<file path="config.mk">
export PLATFORM = sky130hd
export DESIGN_NAME = pio_status_reg
export DESIGN_NICKNAME = d
export VERILOG_FILES = /design/src/rtl/pio_stat_pkg.sv /design/src/rtl/pio_seq.sv /design/src/rtl/pio_reg.sv /design/src/rtl/pio_drv.sv /design/src/rtl/pio_status_reg.sv
export SDC_FILE = /design/constraint.sdc
export NUM_CORES = 1
export LEC_CHECK = 0
export BUFFER_PORTS_ARGS = -buffer_cell sky130_fd_sc_hd__buf_2
export CAP_MARGIN = 20
export CORE_AREA = 2 2 40 42
export DETAILED_ROUTE_END_ITERATION = 7
export DIE_AREA = 0 0 42 44
export GPL_ROUTABILITY_DRIVEN = 0
export GPL_TIMING_DRIVEN = 0
export HOLD_SLACK_MARGIN = 0.12
export PLACE_DENSITY = 0.68
export SLEW_MARGIN = 10
export SYNTH_ARGS = -nofsm -noshare
export SYNTH_HDL_FRONTEND = slang
export SYNTH_HIERARCHICAL = 1
export SYNTH_SLANG_ARGS = --single-unit
</file>
<file path="constraint.sdc">
create_clock -name clk -period 3.3 [get_ports clk]
set_clock_uncertainty 0.15 [all_clocks]
set_input_delay 0 -clock clk [delete_from_list [all_inputs] [get_ports clk]]
set_output_delay 0 -clock clk [all_outputs]
set_load 0.05 [all_outputs]
</file>
<file path="src/rtl/pio_stat_pkg.sv">
package pio_stat_pkg;
    typedef enum logic [0:0] {
        ST_HOLD = 1'b0,
        ST_RUN  = 1'b1
    } pio_state_e;

    localparam int NUM_CH = 2;
endpackage

</file>
<file path="src/rtl/pio_seq.sv">
module pio_seq
    import pio_stat_pkg::*;
(
    input  logic clk,
    input  logic rst_n,
    output logic load_en,
    output logic acc_en
);
    pio_state_e state_q;
    pio_state_e state_d;

    // Next-state logic: HOLD_TO_RUN and RUN_STAY
    always_comb begin
        state_d = state_q;
        unique case (state_q)
            ST_HOLD: state_d = ST_RUN;
            ST_RUN:  state_d = ST_RUN;
            default: state_d = ST_HOLD;
        endcase
    end

    // State register
    always_ff @(posedge clk or negedge rst_n) begin
        if (!rst_n) state_q <= ST_HOLD;
        else        state_q <= state_d;
    end

    // Outputs decoded from the current state
    always_comb begin
        load_en = 1'b0;
        acc_en  = 1'b0;
        unique case (state_q)
            ST_HOLD: load_en = 1'b1;
            ST_RUN:  acc_en  = 1'b1;
            default: load_en = 1'b1;
        endcase
    end
endmodule

</file>
<file path="src/rtl/pio_reg.sv">
module pio_reg #(
    parameter int           W       = 8,
    parameter int           A_BIT   = 5,
    parameter int           B_BIT   = 6,
    parameter int           SUP_BIT = 7,
    parameter logic [W-1:0] RST_VAL = '0
) (
    input  logic         clk,
    input  logic         rst_n,
    input  logic         load_en,
    input  logic         acc_en,
    input  logic         byte_we,
    input  logic [W-1:0] byte_d,
    input  logic         ch_we,
    input  logic [1:0]   ch_d,
    input  logic [W-1:0] por_d,
    output logic [W-1:0] q
);
    for (genvar i = 0; i < W; i++) begin : g_bit
        if (i == SUP_BIT) begin : g_ro
            // The supply flag is never stored here.
            assign q[i] = 1'b0;
        end else begin : g_rw
            logic bit_q;
            logic bit_d;
            always_comb begin
                bit_d = bit_q;
                if (load_en) begin
                    bit_d = por_d[i];
                end else if (acc_en) begin
                    if (byte_we) bit_d = byte_d[i];
                    // The channel-access path overrides the byte write
                    if (ch_we && (i == A_BIT)) bit_d = ch_d[0];
                    if (ch_we && (i == B_BIT)) bit_d = ch_d[1];
                end
            end
            always_ff @(posedge clk or negedge rst_n) begin
                if (!rst_n) bit_q <= RST_VAL[i];
                else        bit_q <= bit_d;
            end
            assign q[i] = bit_q;
        end
    end
endmodule

</file>
<file path="src/rtl/pio_drv.sv">
module pio_drv #(
    parameter int W       = 8,
    parameter int A_BIT   = 5,
    parameter int B_BIT   = 6,
    parameter int SUP_BIT = 7
) (
    input  logic         hold,
    input  logic [W-1:0] q,
    input  logic         supply_ok,
    output logic [1:0]   chan_n,
    output logic [W-1:0] rd
);
    always_comb begin
        if (hold) chan_n = 2'b11;
        else      chan_n = {q[B_BIT], q[A_BIT]};
    end

    always_comb begin
        rd          = q;
        rd[SUP_BIT] = supply_ok;
    end
endmodule

</file>
<file path="src/rtl/pio_status_reg.sv">
module pio_status_reg #(
    parameter int W       = 8,
    parameter int A_BIT   = 5,
    parameter int B_BIT   = 6,
    parameter int SUP_BIT = 7
) (
    input  logic         clk,
    input  logic         rst_n,
    input  logic         st_wr_en,
    input  logic [W-1:0] st_wr_data,
    input  logic         ch_wr_en,
    input  logic [1:0]   ch_wr_val,
    input  logic [W-1:0] por_value,
    input  logic         supply_ok,
    output logic [W-1:0] st_rd_data,
    output logic [1:0]   chan_drv_n
);
    localparam logic [W-1:0] RST_VAL = (W'(1) << A_BIT) | (W'(1) << B_BIT);

    logic         seq_hold;
    logic         seq_run;
    logic [W-1:0] reg_q;

    pio_seq u_seq (
        .clk     (clk),
        .rst_n   (rst_n),
        .load_en (seq_hold),
        .acc_en  (seq_run)
    );

    pio_reg #(
        .W       (W),
        .A_BIT   (A_BIT),
        .B_BIT   (B_BIT),
        .SUP_BIT (SUP_BIT),
        .RST_VAL (RST_VAL)
    ) u_reg (
        .clk     (clk),
        .rst_n   (rst_n),
        .load_en (seq_hold),
        .acc_en  (seq_run),
        .byte_we (st_wr_en),
        .byte_d  (st_wr_data),
        .ch_we   (ch_wr_en),
        .ch_d    (ch_wr_val),
        .por_d   (por_value),
        .q       (reg_q)
    );

    pio_drv #(
        .W       (W),
        .A_BIT   (A_BIT),
        .B_BIT   (B_BIT),
        .SUP_BIT (SUP_BIT)
    ) u_drv (
        .hold      (seq_hold),
        .q         (reg_q),
        .supply_ok (supply_ok),
        .chan_n    (chan_drv_n),
        .rd        (st_rd_data)
    );
endmodule

</file>
==> results of run 1 <==
## layout make-up
cell class	instances	area (um^2)	share of cell area [%]
clock buffers	4	26.28	2.966
flip-flops and latches	8	202.7	22.88
multi-input cells	30	188.9	21.33
plain buffers	16	117.6	13.28
well taps	16	20.02	2.260
inverters	4	15.01	1.695
repair buffers	46	315.3	35.59
## worst register-to-register path: stages (launching register included)
cell and delay, ps:
dfrtp_1 420, inv_1 210, buf_2 240, o21ai_0 120, dlygate4sd3_1 570
## worst min path at each step
| stage | start | end | slack [ps] | cells after the start |
|---|---|---|---|---|
| 3_5_place_dp | rst_n | u_reg/g_bit[4].g_rw.bit_q$_DFFE_PN0P_ | -300 | 1 |
| 4_1_cts | supply_ok | st_rd_data[7] | 150 | 2 |
| 6_report | supply_ok | st_rd_data[7] | 150 | 2 |
| 2_1_floorplan | rst_n | u_reg/g_bit[0].g_rw.bit_q$_DFFE_PN0P_ | -450 | 0 |
| 3_3_place_gp | rst_n | u_reg/g_bit[4].g_rw.bit_q$_DFFE_PN0P_ | -300 | 1 |
| 5_1_grt | supply_ok | st_rd_data[7] | 150 | 2 |
## routing by layer
metal	vias to the layer above	routed length [um]	GRT usage (%)
met5	-	0	0
met4	0	0	3.871
met3	0	64	3.750
met2	19	665	30.31
met1	256	521	15.94
li1	276	-	-
## power breakdown
group | internal (mW) | total (mW) | switching (mW)
registers | 0.110 | 0.115 | 0.00566
clock network | 0.0465 | 0.0833 | 0.0369
logic | 0.0673 | 0.140 | 0.0725
total | 0.224 | 0.339 | 0.115
## flip-flops by register name, indices dropped and copies added, names as in the netlist
name	count
u_seq/state_q	1
u_reg/g_bit.g_rw.bit_q	7
## timing repair
| item | CTS | global route |
|---|---|---|
| gates resized for setup | 0 | 0 |
| hold endpoints to repair | 15 | 0 |
| setup buffers | 0 | 0 |
| hold buffers | 17 | 0 |
## stage by stage
stage / total power, mW / instances / cell area (um^2)
after global routing: 0.3577 / 124 / 885.9
after detailed placement: 0.2334 / 103 / 689.4
after floorplan: 0.2054 / 58 / 524.3
final: 0.3386 / 124 / 885.9
after CTS: 0.3359 / 124 / 885.9
after global placement: 0.2318 / 103 / 689.4
==> impl_metrics.tcl, run 1 <==
set metrics [dict create \
    ir_worst_vdd_uv 293.4 \
    cts-root-buf "clkbuf_4" \
    die-area_um2 1848 \
    cpPeakStageDelay_ps 570 \
    cts.sinks 8 \
    synth.avg_cell_area_um2 9.039 \
    grt_max_degree 11 \
    drv_cap 0 \
    portBuffers 29 \
    required_ps 3280 \
    clock_insertion_delay_worst_skew_ps 250 \
    area_growth_pct 68.97 \
    r2r-start "u_seq/state_q$_DFF_PN0_" \
    layout_commonest_cell "buf_2" \
    antenna_left 0 \
    fp.dieH_um 44 \
    startpoint "u_seq/state_q$_DFF_PN0_" \
    drcViolationCount 0 \
    pre_cts_ws_ps 2058 \
    end_kind "flip-flop" \
    fin_setup_tns_ps 0 \
    dieWidth_um 42 \
    crit_family "buffers and inverters" \
    endpoint "u_reg/g_bit[1].g_rw.bit_q$_DFFE_PN0P_" \
    min_period_over_period_pct 55.53 \
    final_nets 132 \
    fin_util_pct 62.43 \
    critPathSlowestCell "dlygate4sd3_1" \
    cp_max_fo 10 \
    num_rows 14 \
    cts-buffers-inserted 3 \
    max_freq_ghz 0.5457 \
    min_period_ps 1832 \
    hold_class "in2out" \
    crit_cells 4 \
    slew_violations 0 \
    grt_pass1_vias 552 \
    clock_path_buffers 2 \
    holdWs_ps 152.3 \
    place_hpwl_um 761.6 \
    grt_overflow 0 \
    antenna_cells 0 \
    fillerInstances 119 \
    clk_pin_slew_ps 60 \
    path_cells "inv_1 -> buf_2 -> o21ai_0 -> dlygate4sd3_1" \
    setup_slack_ps 1468 \
    cts_max_level 1 \
    yosysWarnings 6 \
    vias 551 \
    drive_gt1_share_pct 47.22 \
    critPathKind "reg2reg" \
    synth_area_um2 524.3 \
    cts_tree "built" \
    gr-usage-all-layers_pct 15.28 \
    start_util_pct 36.95 \
    path_buf_inv 3 \
    viasPerCell 4.444 \
    critPathArrivalTime_ps 1820 \
    grt_antenna_before_repair 0 \
    layout_common_cells "buf_2 (30), dlygate4sd3_1 (17), buf_4 (15)" \
    drt_iter0_drc 12 \
    ios 33 \
    dr.pass1.iters 4 \
    fp.coreArea_um2 1419 \
    setup_viol 0 \
    worstSetupStartpointType "flip-flop" \
    r2r_slack_ps 1470 \
    grt_pass1_wl_um 2111 \
    reg2reg_to "u_reg/g_bit[1].g_rw.bit_q$_DFFE_PN0P_" \
    syn_inst 58 \
    syn_nets 81 \
    rsz0062_at_grt "false" \
    status "complete, no violations" \
    power.density_nw_per_um2 382.3 \
    routedWlPerCell_um 10.09 \
    ff2ff_path_depth 4 \
    drt_wl_total_um 1251 \
    final-hold-violation-count 0 \
    p_leak_nw 0.4855 \
]
No activity file was read; power rests on OpenSTA's default activity.
==> run 2: changes to the inputs <==
- CORE_AREA: 2 2 40 42 -> 2 2 42 44
- DIE_AREA: 0 0 42 44 -> 0 0 44 46
- PLACE_DENSITY: 0.68 -> 0.65
- clock period: 3.3 -> 1.65 ns (I/O delays scaled with it)
==> run 2 against run 1 <==
  * Hold slack is essentially flat
  * First-iteration DRC count shrank 58%
  * Sequential cell count unchanged
  * Die area increased by 9.5%
  * Setup slack got worse by 1200 ps
  * Critical path depth is 1 lower
  * Sequential share of layout area decreased by 1.0 points
  * Final cell count rose by 4.0%
  * Count of clock-buffer cells in the layout unchanged
  * Core utilization shrank 5.0 points
  * Critical endpoint is now chan_drv_n[0]
==> impl_metrics.tcl, run 2 (synthesis gave the netlist of run 1 again) <==
set metrics [dict create \
    internal-power_uw 442.2 \
    fin_util_pct 57.44 \
    required_ps 1500 \
    use_met3_pct 6.746 \
    min_period_over_period_pct 86.71 \
    drt_wl_total_um 1431 \
    ir_worst_vdd_uv 501.1 \
    grt_pass1_vias 551 \
    cts-root-buf "clkbuf_4" \
    ios 33 \
    hold_class "in2out" \
    max_freq_ghz 0.6990 \
    antenna_left 0 \
    place_area_um2 690.7 \
    swShare_pct 33.67 \
    layout_commonest_cell "buf_2" \
    fin_total_pwr_uw 666.6 \
    min_period_ps 1431 \
    design_area_um2 927.1 \
    p_switching_uw 224.4 \
    routedWlPerCell_um 11.09 \
    final-seq-area_um2 202.7 \
    busiest_layer "met2" \
    path_cells "inv_1 -> or2_1 -> buf_2" \
    critPathSlowestCell "dfrtp_1" \
    p_clk_share_pct 23.9 \
    use_met1_pct 15.57 \
    rsz0062_at_grt "false" \
    post_cts_buffers 0 \
    area_growth_pct 76.85 \
    final_nets 136 \
    largest-register "u_reg/g_bit.g_rw.bit_q" \
    grt_overflow 0 \
    critPathArrivalTime_ps 1280 \
    final-hold-violation-count 0 \
    worstSetupStartpointType "flip-flop" \
    end_kind "primary output" \
    vias 551 \
    cpPeakStageDelay_ps 410 \
    ff2ff_path_depth 4 \
    grt_pass1_wl_um 2318 \
    clk_pin_slew_ps 50 \
    p_seq_share_pct 34.6 \
    cts_max_level 1 \
    cts-buffers-inserted 3 \
    gr-usage-all-layers_pct 16.54 \
    drt_iter0_drc 5 \
    drcViolationCount 0 \
    whs_path_depth 2 \
    min_to "st_rd_data[7]" \
    slew_violations 0 \
    fp.coreArea_um2 1614 \
    cp_max_fo 9 \
    multi_input_area_um2 188.9 \
    met2_usage_pct 32.06 \
    grt_max_degree 11 \
    reg2reg_to "u_reg/g_bit[2].g_rw.bit_q$_DFFE_PN0P_" \
    setup_viol 0 \
    status "complete, no violations" \
    drive_gt1_share_pct 45.54 \
    fp.dieH_um 46 \
    cts.sinks 8 \
    r2r-start "u_seq/state_q$_DFF_PN0_" \
    p_leak_nw 0.5002 \
    dieWidth_um 44 \
    clock_path_buffers 2 \
    min_from "supply_ok" \
    viasPerCell 4.271 \
    die-area_um2 2024 \
    num_rows 15 \
    largest_reg_flops 7 \
    grt_antenna_before_repair 0 \
    start_util_pct 32.48 \
    p_comb_share_pct 41.4 \
    place_hpwl_um 786.4 \
    reg_top3 "u_reg/g_bit.g_rw.bit_q: 7 flops, u_seq/state_q: 1 flops" \
    dr.pass1.iters 2 \
    antenna_cells 0 \
    layout_common_cells "buf_2 (30), dlygate4sd3_1 (21), buf_4 (15)" \
    critPathKind "reg2out" \
    drv_cap 0 \
    power.density_nw_per_um2 719.0 \
    r2r_slack_ps 280 \
    clock_insertion_delay_worst_skew_ps 250 \
    cts_tree "built" \
    fin_setup_tns_ps 0 \
    portBuffers 29 \
    fillerInstances 149 \
]
## run 2: area by class of cell
| cell class | count | share of cell area (%) |
|---|---|---|
| Sequential cell | 8 | 21.86 |
| Timing Repair Buffer | 50 | 38.33 |
| Buffer | 16 | 12.69 |
| Inverter | 4 | 1.619 |
| Multi-Input combinational cell | 30 | 20.38 |
| Clock buffer | 4 | 2.834 |
| Tap cell | 17 | 2.294 |
## run 2: what timing repair did
item                       in CTS  in global routing
setup endpoints to repair       0                  0
hold buffers                   21                  0
gates resized for setup         0                  0
hold endpoints to repair       15                  0
## run 2: worst max-delay path by stage
stage                                                      from                               endpoint  slack, ps
after floorplan           u_reg/g_bit[5].g_rw.bit_q$_DFFE_PN1P_                          chan_drv_n[0]        520
after global placement                  u_seq/state_q$_DFF_PN0_  u_reg/g_bit[1].g_rw.bit_q$_DFFE_PN0P_        430
after detailed placement                u_seq/state_q$_DFF_PN0_  u_reg/g_bit[0].g_rw.bit_q$_DFFE_PN0P_        370
after CTS                               u_seq/state_q$_DFF_PN0_                          chan_drv_n[0]        210
after global routing                    u_seq/state_q$_DFF_PN0_                          chan_drv_n[0]        130
final                                   u_seq/state_q$_DFF_PN0_                          chan_drv_n[0]        220
## run 2: routing by layer
layer	routed length, um	up-vias
met5	0	-
met4	18	0
met3	67	2
met2	815	17
met1	530	247
li1	-	285
## run 2: through the flow
stage                     std cells  hold WS (ps)  setup WS, ps
after global placement          104        -298.4         427.3
final                           129         152.1         219.4
after floorplan                  58        -445.6         523.2
after global routing            129         157.7         132.9
after detailed placement        104        -297.6         368.5
after CTS                       129         153.4         209.7
## run 2: power by group through the flow
stage                     Clock (mW)  Combinational, mW  Sequential, mW
final                          0.160              0.276           0.231
after global routing           0.181              0.295           0.234
after CTS                      0.166              0.273           0.231
after detailed placement           0              0.234           0.234
after global placement             0              0.231           0.233
after floorplan                    0              0.180           0.231
## run 2: worst max-delay path: cells and delay by family, from the launching register on
kind / cells / cell delay [ps]
buffers and inverters: 2 / 370
DFF: 1 / 410
and+or+nand+nor: 1 / 250
==> run 3: changes to the inputs <==
--- a/config.mk
+++ b/config.mk
@@ -8,11 +8,12 @@
 export BUFFER_PORTS_ARGS = -buffer_cell sky130_fd_sc_hd__buf_2
 export CAP_MARGIN = 20
-export CORE_AREA = 2 2 42 44
+export CORE_AREA = 2 2 40 42
 export DETAILED_ROUTE_END_ITERATION = 7
-export DIE_AREA = 0 0 44 46
+export DIE_AREA = 0 0 42 44
 export GPL_ROUTABILITY_DRIVEN = 0
 export GPL_TIMING_DRIVEN = 0
 export HOLD_SLACK_MARGIN = 0.12
-export PLACE_DENSITY = 0.65
+export PLACE_DENSITY = 0.68
+export SKIP_CTS_REPAIR_TIMING = 1
 export SLEW_MARGIN = 10
 export SYNTH_ARGS = -nofsm -noshare
==> constraint.sdc (replaced) <==
create_clock -name clk -period 1.9 [get_ports clk]
set_clock_uncertainty 0.15 [all_clocks]
set_input_delay 0 -clock clk [delete_from_list [all_inputs] [get_ports clk]]
set_output_delay 0 -clock clk [all_outputs]
set_load 0.01 [all_outputs]
==> run 3 against run 2 <==
  * Count of clock-buffer cells in the layout did not move
  * Final cell count shrank 3.1%
  * Cell area decreased by 3.4%
  * Die area is 8.7% lower
  * Largest power group is now registers
==> impl_metrics.tcl, run 3 (synthesis gave the netlist of run 1 again) <==
set metrics [dict create \
    grt_pass1_wl_um 1531 \
    viasPerCell 4.376 \
    end_kind "flip-flop" \
    fin_setup_tns_ps 0 \
    setup_viol 0 \
    final-hold-violation-count 0 \
    critPathKind "reg2reg" \
    cp_max_fo 9 \
    min_period_over_period_pct 93.79 \
    drt_iter0_drc 13 \
    cts-buffers-inserted 3 \
    max_freq_ghz 0.5612 \
    area_growth_pct 70.88 \
    slew_violations 0 \
    grt_overflow 0 \
    fillerInstances 112 \
    critPathArrivalTime_ps 1820 \
    critPathSlowestCell "dlygate4sd3_1" \
    required_ps 1940 \
    largest-register "u_reg/g_bit.g_rw.bit_q" \
    place_hpwl_um 761.6 \
    start_util_pct 36.95 \
    ir_worst_vdd_uv 465.8 \
    largest_reg_flops 7 \
    layout_commonest_cell "buf_2" \
    p_leak_nw 0.4886 \
    final_nets 133 \
    hold_class "in2reg" \
    cpPeakStageDelay_ps 550 \
    die-area_um2 1848 \
    clock_path_buffers 2 \
    dr.pass1.iters 4 \
    fp.coreArea_um2 1419 \
    clock_insertion_delay_worst_skew_ps 250 \
    grt_antenna_before_repair 0 \
    fp.dieH_um 44 \
    ios 33 \
    worstSetupStartpointType "flip-flop" \
    antenna_cells 0 \
    rsz0062_at_grt "false" \
    routedWlPerCell_um 10.24 \
    cts-root-buf "clkbuf_4" \
    min_period_ps 1782 \
    cts_max_level 1 \
    cts_tree "built" \
    grt_max_degree 11 \
    num_rows 14 \
    fin_util_pct 63.14 \
    power.density_nw_per_um2 586.6 \
    antenna_left 0 \
    path_cells "inv_1 -> a221oi_1 -> o22a_1 -> dlygate4sd3_1" \
    fin_total_pwr_uw 525.5 \
    gr-usage-all-layers_pct 10.91 \
    vias 547 \
    drt_wl_total_um 1280 \
    cts.sinks 8 \
    drv_cap 0 \
    portBuffers 29 \
    dieWidth_um 42 \
    status "complete, no violations" \
    drive_gt1_share_pct 46.79 \
    clk_pin_slew_ps 70 \
    grt_pass1_vias 410 \
    reg_top3 "u_reg/g_bit.g_rw.bit_q: 7 flops, u_seq/state_q: 1 flops" \
    drcViolationCount 0 \
    layout_common_cells "buf_2 (30), dlygate4sd3_1 (18), buf_4 (15)" \
]
[run 3: cell type report]
type,instances,area [um^2],share of cell area [%]
inverter,4,15.01,1.676
tap,16,20.02,2.235
sequential,8,202.7,22.63
buffer,16,117.6,13.13
clock buffer,4,26.28,2.933
multi-input combinational,30,188.9,21.09
timing repair buffer,47,325.3,36.31
[run 3: worst max-delay path: cells and delay by family (launching register included)]
| family | cells | cell delay (ps) |
|---|---|---|
| AO/OA/AOI/OAI | 2 | 470 |
| buffers and inverters | 2 | 700 |
| flip-flops | 1 | 400 |
[run 3: through the flow]
stage	worst slack (ps)	instance area (um^2)	cells	hold slack, ps
final	118.1	895.9	125	133.1
after global routing	0.9432	895.9	125	219.4
after CTS	567.1	715.7	107	-576.3
after detailed placement	658.3	689.4	103	-299.4
after global placement	679.5	689.4	103	-301.7
after floorplan	790.1	524.3	58	-445.6
[run 3: metal layers]
metal  vias to the layer above  global-route usage (%)  routed length (um)
met5                         -                       0                   0
met4                         0                   3.871                   0
met3                         0                   3.750                  65
met2                        22                   18.75                 662
met1                       248                   12.66                 553
li1                        277                       -                   -
[run 3: worst paths after layout]
check	startpoint	end	slack [ps]	cells past startpoint
max in group asynchronous	rst_n	u_seq/state_q$_DFF_PN0_	180	4
setup reg to reg	u_seq/state_q$_DFF_PN0_	u_reg/g_bit[5].g_rw.bit_q$_DFFE_PN1P_	120	4
setup / recovery	u_seq/state_q$_DFF_PN0_	u_reg/g_bit[5].g_rw.bit_q$_DFFE_PN1P_	120	4
hold reg to reg	u_reg/g_bit[0].g_rw.bit_q$_DFFE_PN0P_	u_reg/g_bit[0].g_rw.bit_q$_DFFE_PN0P_	450	2
hold / removal	st_wr_en	u_reg/g_bit[0].g_rw.bit_q$_DFFE_PN0P_	130	4
min in group asynchronous	rst_n	u_reg/g_bit[5].g_rw.bit_q$_DFFE_PN1P_	680	3
[run 3: report_power, final]
group	switching, mW	internal [mW]
sequential	0.0103	0.191
clock	0.0661	0.0806
combinational	0.0623	0.116
